## src/rtl/tach_rb_pkg.sv

```systemverilog
package tach_rb_pkg;
  localparam int NCH     = 2;
  localparam int NFLAG   = 3 * NCH;
  localparam int REG_N   = 15;
  localparam int IDX_W   = 4;
  localparam int BYTE_W  = 8;
  localparam int CFG_BYTES = 6;
  localparam int CFG_WIDE  = 2;

  typedef enum logic [IDX_W-1:0] {
    RI_CNT_A  = 4'd0,  RI_CAP_A  = 4'd1,  RI_CAP_B  = 4'd2,
    RI_CNT_B  = 4'd3,  RI_PRESC  = 4'd4,  RI_CLKCTL = 4'd5,
    RI_MODE   = 4'd6,  RI_FLAGS  = 4'd7,  RI_CLR    = 4'd8,
    RI_IEN    = 4'd9,  RI_CMP_A  = 4'd10, RI_CMP_B  = 4'd11,
    RI_CMPCTL = 4'd12, RI_SEL_A  = 4'd13, RI_SEL_B  = 4'd14,
    RI_NONE   = 4'd15
  } reg_idx_e;

  // bit per register index: 1 = 16-bit access only
  localparam logic [2**IDX_W-1:0] WIDE_MASK = 16'h0C0F;
  // bit per register index: writes raise the config strobe
  localparam logic [2**IDX_W-1:0] CFG_MASK  = 16'h7C70;

  localparam int BYTE_IDX [CFG_BYTES] = '{4, 5, 6, 12, 13, 14};
  localparam int WIDE_IDX [CFG_WIDE]  = '{10, 11};
  localparam int CNT_IDX  [NCH]       = '{0, 3};
  localparam int CAP_IDX  [NCH]       = '{1, 2};
endpackage

```

## src/rtl/tach_rb_decode.sv

```systemverilog
module tach_rb_decode import tach_rb_pkg::*; #(
  parameter int ADDR_W = 5
) (
  input  logic              bus_valid,
  input  logic              bus_write,
  input  logic              bus_size,
  input  logic [ADDR_W-1:0] bus_addr,
  output logic              acc_ok,
  output logic              acc_bad,
  output logic              rd_en,
  output logic [IDX_W-1:0]  rd_idx,
  output logic [REG_N-1:0]  wr_en,
  output logic              cfg_wr
);
  localparam int SLOT_W = ADDR_W - 1;

  logic [SLOT_W-1:0] slot;
  logic [IDX_W-1:0]  idx;
  logic              mapped;
  logic              size_ok;

  assign slot    = bus_addr[ADDR_W-1:1];
  assign idx     = slot[IDX_W-1:0];
  assign mapped  = !bus_addr[0] && (32'(slot) < REG_N);
  assign size_ok = (bus_size == WIDE_MASK[idx]);
  assign acc_ok  = bus_valid && mapped && size_ok;
  assign acc_bad = bus_valid && !(mapped && size_ok);
  assign rd_en   = acc_ok && !bus_write;
  assign rd_idx  = idx;

  for (genvar g = 0; g < REG_N; g++) begin : g_we
    assign wr_en[g] = acc_ok && bus_write && (idx == IDX_W'(g));
  end

  assign cfg_wr = |(wr_en & CFG_MASK[REG_N-1:0]);
endmodule

```

## src/rtl/tach_rb_flags.sv

```systemverilog
module tach_rb_flags #(
  parameter int NFLAG = 6
) (
  input  logic             clk,
  input  logic             rst,
  input  logic [NFLAG-1:0] set_i,
  input  logic             clr_we,
  input  logic [NFLAG-1:0] clr_data,
  input  logic             ien_we,
  input  logic [NFLAG-1:0] ien_data,
  output logic [NFLAG-1:0] flag_o,
  output logic [NFLAG-1:0] ien_o,
  output logic             irq_o
);
  logic [NFLAG-1:0] flag_q, ien_q, flag_d, ien_d, clr_mask;

  assign clr_mask = clr_we ? clr_data : '0;
  assign flag_d   = (flag_q & ~clr_mask) | set_i;
  assign ien_d    = ien_we ? ien_data : ien_q;

  always_ff @(posedge clk) begin
    if (rst) begin
      flag_q <= '0;
      ien_q  <= '0;
      irq_o  <= 1'b0;
    end else begin
      flag_q <= flag_d;
      ien_q  <= ien_d;
      irq_o  <= |(flag_d & ien_d);
    end
  end

  assign flag_o = flag_q;
  assign ien_o  = ien_q;
endmodule

```

## src/rtl/tach_rb_cfg.sv

```systemverilog
module tach_rb_cfg import tach_rb_pkg::*; #(
  parameter int DATA_W = 16
) (
  input  logic                          clk,
  input  logic                          rst,
  input  logic [REG_N-1:0]              wr_en,
  input  logic [DATA_W-1:0]             wdata,
  output logic [CFG_BYTES*BYTE_W-1:0]   byte_o,
  output logic [CFG_WIDE*DATA_W-1:0]    wide_o
);
  for (genvar b = 0; b < CFG_BYTES; b++) begin : g_byte
    logic [BYTE_W-1:0] r;
    always_ff @(posedge clk) begin
      if (rst)                 r <= '0;
      else if (wr_en[BYTE_IDX[b]]) r <= wdata[BYTE_W-1:0];
    end
    assign byte_o[b*BYTE_W +: BYTE_W] = r;
  end

  for (genvar w = 0; w < CFG_WIDE; w++) begin : g_wide
    logic [DATA_W-1:0] r;
    always_ff @(posedge clk) begin
      if (rst)                 r <= '0;
      else if (wr_en[WIDE_IDX[w]]) r <= wdata;
    end
    assign wide_o[w*DATA_W +: DATA_W] = r;
  end
endmodule

```

## src/rtl/tach_regbank.sv

```systemverilog
module tach_regbank import tach_rb_pkg::*; #(
  parameter int ADDR_W = 5,
  parameter int DATA_W = 16
) (
  input  logic                  clk,
  input  logic                  rst,
  input  logic                  bus_valid,
  input  logic                  bus_write,
  input  logic                  bus_size,
  input  logic [ADDR_W-1:0]     bus_addr,
  input  logic [DATA_W-1:0]     bus_wdata,
  output logic [DATA_W-1:0]     bus_rdata,
  output logic                  bus_err,
  input  logic [NFLAG-1:0]      set_flag,
  input  logic [NCH-1:0]        dp_cnt_we,
  input  logic [NCH*DATA_W-1:0] dp_cnt_data,
  input  logic [NCH-1:0]        dp_cap_we,
  input  logic [NCH*DATA_W-1:0] dp_cap_data,
  output logic                  irq,
  output logic                  cfg_changed,
  output logic [BYTE_W-1:0]     cfg_prescale,
  output logic [BYTE_W-1:0]     cfg_clk_ctl,
  output logic [BYTE_W-1:0]     cfg_mode,
  output logic [BYTE_W-1:0]     cfg_cmp_ctl,
  output logic [BYTE_W-1:0]     cfg_sel_a,
  output logic [BYTE_W-1:0]     cfg_sel_b,
  output logic [DATA_W-1:0]     cfg_cmp_a,
  output logic [DATA_W-1:0]     cfg_cmp_b
);
  logic                 acc_ok, acc_bad, rd_en, cfg_wr;
  logic [IDX_W-1:0]     rd_idx;
  logic [REG_N-1:0]     wr_en;
  logic [NFLAG-1:0]     flag_q, ien_q;
  logic [CFG_BYTES*BYTE_W-1:0] cfg_bytes;
  logic [CFG_WIDE*DATA_W-1:0]  cfg_wide;
  logic [DATA_W-1:0]    cnt_w [NCH];
  logic [DATA_W-1:0]    cap_w [NCH];
  logic [DATA_W-1:0]    rd_val;

  tach_rb_decode #(.ADDR_W(ADDR_W)) u_dec (
    .bus_valid(bus_valid), .bus_write(bus_write), .bus_size(bus_size),
    .bus_addr(bus_addr), .acc_ok(acc_ok), .acc_bad(acc_bad),
    .rd_en(rd_en), .rd_idx(rd_idx), .wr_en(wr_en), .cfg_wr(cfg_wr)
  );

  tach_rb_flags #(.NFLAG(NFLAG)) u_flags (
    .clk(clk), .rst(rst), .set_i(set_flag),
    .clr_we(wr_en[RI_CLR]), .clr_data(bus_wdata[NFLAG-1:0]),
    .ien_we(wr_en[RI_IEN]), .ien_data(bus_wdata[NFLAG-1:0]),
    .flag_o(flag_q), .ien_o(ien_q), .irq_o(irq)
  );

  tach_rb_cfg #(.DATA_W(DATA_W)) u_cfg (
    .clk(clk), .rst(rst), .wr_en(wr_en), .wdata(bus_wdata),
    .byte_o(cfg_bytes), .wide_o(cfg_wide)
  );

  // counter and capture registers: untouched by reset
  for (genvar c = 0; c < NCH; c++) begin : g_ch
    logic [DATA_W-1:0] cnt_r, cap_r;
    always_ff @(posedge clk) begin
      if (dp_cnt_we[c])            cnt_r <= dp_cnt_data[c*DATA_W +: DATA_W];
      else if (wr_en[CNT_IDX[c]])  cnt_r <= bus_wdata;
      if (dp_cap_we[c])            cap_r <= dp_cap_data[c*DATA_W +: DATA_W];
      else if (wr_en[CAP_IDX[c]])  cap_r <= bus_wdata;
    end
    assign cnt_w[c] = cnt_r;
    assign cap_w[c] = cap_r;
  end

  assign cfg_prescale = cfg_bytes[0*BYTE_W +: BYTE_W];
  assign cfg_clk_ctl  = cfg_bytes[1*BYTE_W +: BYTE_W];
  assign cfg_mode     = cfg_bytes[2*BYTE_W +: BYTE_W];
  assign cfg_cmp_ctl  = cfg_bytes[3*BYTE_W +: BYTE_W];
  assign cfg_sel_a    = cfg_bytes[4*BYTE_W +: BYTE_W];
  assign cfg_sel_b    = cfg_bytes[5*BYTE_W +: BYTE_W];
  assign cfg_cmp_a    = cfg_wide[0 +: DATA_W];
  assign cfg_cmp_b    = cfg_wide[DATA_W +: DATA_W];

  always_comb begin
    rd_val = '0;
    case (rd_idx)
      RI_CNT_A:  rd_val = cnt_w[0];
      RI_CAP_A:  rd_val = cap_w[0];
      RI_CAP_B:  rd_val = cap_w[1];
      RI_CNT_B:  rd_val = cnt_w[1];
      RI_PRESC:  rd_val = {{(DATA_W-BYTE_W){1'b0}}, cfg_prescale};
      RI_CLKCTL: rd_val = {{(DATA_W-BYTE_W){1'b0}}, cfg_clk_ctl};
      RI_MODE:   rd_val = {{(DATA_W-BYTE_W){1'b0}}, cfg_mode};
      RI_FLAGS:  rd_val = {{(DATA_W-NFLAG){1'b0}}, flag_q};
      RI_IEN:    rd_val = {{(DATA_W-NFLAG){1'b0}}, ien_q};
      RI_CMP_A:  rd_val = cfg_cmp_a;
      RI_CMP_B:  rd_val = cfg_cmp_b;
      RI_CMPCTL: rd_val = {{(DATA_W-BYTE_W){1'b0}}, cfg_cmp_ctl};
      RI_SEL_A:  rd_val = {{(DATA_W-BYTE_W){1'b0}}, cfg_sel_a};
      RI_SEL_B:  rd_val = {{(DATA_W-BYTE_W){1'b0}}, cfg_sel_b};
      default:   rd_val = '0;   // clear register and unmapped read as zero
    endcase
  end

  always_ff @(posedge clk) begin
    if (rst) begin
      bus_rdata   <= '0;
      bus_err     <= 1'b0;
      cfg_changed <= 1'b0;
    end else begin
      bus_rdata   <= rd_en ? rd_val : '0;
      bus_err     <= acc_bad;
      cfg_changed <= cfg_wr;
    end
  end
endmodule

```

## config.mk

```make
export PLATFORM = sky130hd
export DESIGN_NAME = tach_regbank
export DESIGN_NICKNAME = d
export VERILOG_FILES = /design/src/rtl/tach_rb_pkg.sv /design/src/rtl/tach_rb_decode.sv /design/src/rtl/tach_rb_flags.sv /design/src/rtl/tach_rb_cfg.sv /design/src/rtl/tach_regbank.sv
export SDC_FILE = /design/constraint.sdc
export NUM_CORES = 1
export LEC_CHECK = 0
export BUFFER_PORTS_ARGS = -buffer_cell sky130_fd_sc_hd__buf_4
export CORE_UTILIZATION = 60
export CTS_BUF_LIST = sky130_fd_sc_hd__clkbuf_8
export CTS_CLUSTER_DIAMETER = 40
export DETAILED_ROUTE_END_ITERATION = 8
export GPL_ROUTABILITY_DRIVEN = 0
export PLACE_DENSITY = 0.88
export SETUP_SLACK_MARGIN = 0.3
export SLEW_MARGIN = 40
export SYNTH_ARGS = -nofsm -noshare
export SYNTH_HDL_FRONTEND = slang
export SYNTH_SLANG_ARGS = --single-unit
```

## constraint.sdc

```tcl
create_clock -name clk -period 3.7 [get_ports clk]
set_clock_uncertainty 0.05 [all_clocks]
set_input_delay 0.37 -clock clk [delete_from_list [all_inputs] [get_ports clk]]
set_output_delay 0.37 -clock clk [all_outputs]
set_load 0.05 [all_outputs]
```

==> metrics.log <==
[metrics] type of the worst min-delay path: input pin to flip-flop
[metrics] post-CTS resize count: 0
[metrics] sequential-to-total area share from yosys stat: 51.5%
[metrics] die span in y: 118 µm
[metrics] arrival time reported for the critical path endpoint: 2.62 ns
[metrics] final routed wire length divided by cell count: 22.9 µm
[metrics] fraction of power consumed by the clock network: 36.2%
[metrics] clock tree buffer depth: 2
[metrics] starting density of the core: between 60% and 70%
[metrics] Crit path required time: 3.75 ns
[metrics] fraction of the cycle the final worst path needs: 69.3%
[metrics] hold buffer count at cts: 0
[metrics] top cells by instance count after synthesis: 111 x sky130_fd_sc_hd__dfxtp_1, 87 x sky130_fd_sc_hd__nor2_1, 81 x sky130_fd_sc_hd__nand2_1, 69 x sky130_fd_sc_hd__mux2i_1, 67 x sky130_fd_sc_hd__mux2_2
[metrics] hold violation total from the final report: 0
[metrics] synthesized area divided by synthesized cell count: 10.7 µm²
[metrics] Final setup viols: 0
[metrics] proportion of register bits with asynchronous set or reset after synthesis: 0%
[metrics] worst hold slack: 0.0749 ns
[metrics] sequential group share of total power: between 50% and 60%
[metrics] destination of the critical timing path: g_ch[0].cap_r[0]$_DFFE_PP_
[metrics] Switch Pwr: 967 µW
[metrics] capturing point of the worst reg2reg path: bus_rdata[0]$_SDFF_PP0_
[metrics] worst-case register-to-register setup slack: 1.80 ns
[metrics] endpoint class of the critical path: flip-flop
[metrics] fraction of post-synthesis cell area in the top cell type by area: 27.6%
[metrics] count of non-filler cells in the finished layout: 1101
[metrics] global-route met1 utilization: 46.7%
[metrics] share of the synthesized area in compound gates (AO/OA/AOI/OAI): 12.9%
[metrics] overall die width: 118 µm
[metrics] maximum number of pins on one net before global-route repair: 93
[metrics] P per Cell Area: 398 nW/µm²
[metrics] Setup crit start: bus_addr[4]
[metrics] remaining routing DRC violations: 0
[metrics] Sinks on Clock Net: 175
[metrics] root buffer selected by CTS: sky130_fd_sc_hd__clkbuf_8
[metrics] most common cell in the netlist: sky130_fd_sc_hd__dfxtp_1
[metrics] top flip-flop cell by instance count after synthesis: sky130_fd_sc_hd__dfxtp_1
[metrics] share of final-layout standard cells stronger than drive strength 1: 35.0%
[metrics] Nets: 1016
[metrics] Die Area: 13900 µm²
[metrics] post-CTS setup buffer count: 0
[metrics] switching share of total power: 24.5%
[metrics] TritonCTS clock tree: yes
[metrics] met2 track utilization from global routing: roughly 56%
[metrics] number of cells on the worst reg-to-reg path: 6
[metrics] Post-synth EDFFs: 64
[metrics] WL final: 25200 µm
[metrics] Clock Latency Late Sink: 0.48 ns
[metrics] number of synthesis warnings: 0
[metrics] Mapped Cells: 750
[metrics] overflow left after global routing: 0
[metrics] Site Rows: 41
[metrics] via count of the first global-routing pass: 6907
[metrics] max-capacitance violation count: 0
[metrics] summed negative setup slack over all endpoints: 0 ns
[metrics] cell taking the most area after synthesis: sky130_fd_sc_hd__dfxtp_1
[metrics] critical path class: input pin to flip-flop
[metrics] setup slack of the critical path after layout: around 1.1 ns
[metrics] met3 routing resource usage after global routing: ~9%
[metrics] synth top area cells: sky130_fd_sc_hd__dfxtp_1 28%, sky130_fd_sc_hd__edfxtp_1 24%, sky130_fd_sc_hd__mux2_2 9.4%
[metrics] number of I/O port buffers: 198
[metrics] fraction of synthesized cell area in xor and xnor cells: 0%
[metrics] first-pass GRT wire length: 38300 µm
[metrics] Relative slew margins: 41.0%
[metrics] placed cells: 1069
[metrics] post-synthesis cell type count: 57
[metrics] Reg-to-Reg Start: g_ch[1].cnt_r[0]$_DFFE_PP_
[metrics] post-route core utilization: between 70% and 80%
[metrics] share of synthesized cell area in full adder, half adder and majority cells: 0%
[metrics] clock buffers created by TritonCTS: 17
[metrics] DRT antenna net count: 0
[metrics] CTS clock-pin slew for the worst setup and hold paths: 0.08 ns
[metrics] Achievable Freq: 390 MHz
[metrics] number of detailed-routing iterations run before antenna repair: 6
[metrics] setup slack after placement: 0.718 ns
[metrics] Worst Max-Slew Pin Slew: slightly below 0.9 ns
[metrics] Static Leakage: ~4.2 nW
[metrics] element type at the critical path start: input pin
[metrics] share of synthesized area spent on multiplexers: 18.2%
[metrics] worst supply voltage drop on vdd: about 0.28 mV
[metrics] Syn-to-layout area delta: 23.5%
[metrics] layer with the highest usage after global routing: met2
[metrics] final period demand of the worst path: 2.56 ns
[metrics] per-cell via count in the routed design: 6.42
[metrics] CP Max Fanout: 43
[metrics] Simple-Gate Fraction of Synth Area: 13.3%
[metrics] post-synth net total: 850
[metrics] total number of vias: around 7100
[metrics] Slew Viols, Final: 0
[metrics] combinational family with the most area after synthesis: multiplexers
[metrics] all-layer global routing usage: 36.6%
[metrics] filler instances: 854
[metrics] cell internal power dissipation: 2.99 mW
[metrics] count of routing violations after the opening detailed-route iteration: ~900
[metrics] Detailed Place HPWL: 17300 µm
[metrics] CORE AREA: 12800 µm²
[metrics] combined area of all synthesized cells: 8050 µm²
[metrics] combinational share of power: 10.4%
[metrics] unrepaired setup endpoints after global routing: false
[metrics] Top Ports: 199
[metrics] count of antenna diodes in the layout: 0
[metrics] antenna violations before repair: 0
[metrics] FF+latch count, synth: 175
[metrics] depth of the CTS H-tree: 4
[metrics] outcome: finished, final reports clean
## state kept, by name, summed over array words and instances, names as in the netlist
| signal | count |
|---|---|
| bus_rdata | 16 |
| g_ch.cap_r | 32 |
| u_flags.irq_o | 1 |
| bus_err | 1 |
| g_ch.cnt_r | 32 |
| u_flags.flag_o | 6 |
| cfg_changed | 1 |
| u_flags.ien_o | 6 |
| u_cfg.g_wide.r | 32 |
| u_cfg.g_byte.r | 48 |
## power by group through the flow
stage / sequential, mW / clock, mW / combinational (mW)
detailed placement: 2.16 / 0 / 0.394
finish: 2.11 / 1.43 / 0.409
CTS: 2.11 / 1.42 / 0.398
global route: 2.12 / 1.51 / 0.427
floorplan: 2.15 / 0 / 0.223
global placement: 2.15 / 0 / 0.385
## worst max-delay path: stages
cell and delay (ns):
sky130_fd_sc_hd__buf_4 0.42, sky130_fd_sc_hd__nor2b_4 0.33, sky130_fd_sc_hd__o21ba_1 0.38, sky130_fd_sc_hd__o2111a_4 0.42
sky130_fd_sc_hd__a21o_1 0.66
## placed cells by master (no fill, tap or decap), drive strengths merged, types with 17 or more instances in the layout
| cell | n |
|---|---|
| a21oi | 50 |
| a22oi | 34 |
| buf | 207 |
| clkbuf | 17 |
| dfxtp | 111 |
| edfxtp | 64 |
| mux2 | 67 |
| mux2i | 69 |
| nand2 | 81 |
| nor2 | 87 |
## metrics by stage
stage                     total power, mW  cell area, µm²
final                                3.95            9940
after global routing                 4.05            9940
after CTS                            3.93            9940
after detailed placement             2.55            9510
after floorplan                      2.37            8050
after global placement               2.54            9510
## routing by layer
layer,wire length [µm],up-vias
met2,11500,577
li1,-,3051
met4,1280,0
met1,9460,3318
met3,2970,120
met5,0,-
## cells by family after synthesis
kind of cell    count (synthesis)
compound gates                154
buf+inv                        62
flops                         175
mux                           137
simple gates                  222
## cell type report
cell class                      instances  area, µm²  share of cell area, %
Sequential cell                       175       4140                   41.7
Multi-Input combinational cell        513       3590                   36.1
Timing Repair Buffer                  207       1560                   15.7
Clock buffer                           17        234                   2.35
Tap cell                              172        215                   2.17
Clock inverter                         15        194                   1.95
Inverter                                2       7.51                 0.0755
## worst min-delay path by stage
stage | to | cells past startpoint | slack, ns | from
5_1_grt | u_flags.flag_o[2]$_SDFF_PP0_ | 3 | 0.06 | set_flag[2]
3_3_place_gp | u_cfg.g_wide[0].r[15]$_SDFFE_PP0P_ | 2 | 0.42 | u_cfg.g_wide[0].r[15]$_SDFFE_PP0P_
6_report | u_flags.flag_o[2]$_SDFF_PP0_ | 3 | 0.07 | set_flag[2]
4_1_cts | u_flags.flag_o[2]$_SDFF_PP0_ | 3 | 0.06 | set_flag[2]
2_1_floorplan | u_flags.flag_o[2]$_SDFF_PP0_ | 2 | 0.42 | u_flags.flag_o[2]$_SDFF_PP0_
3_5_place_dp | u_cfg.g_wide[1].r[14]$_SDFFE_PP0P_ | 2 | 0.43 | u_cfg.g_wide[1].r[14]$_SDFFE_PP0P_
Note: power is estimated with default switching activity, not from simulation.
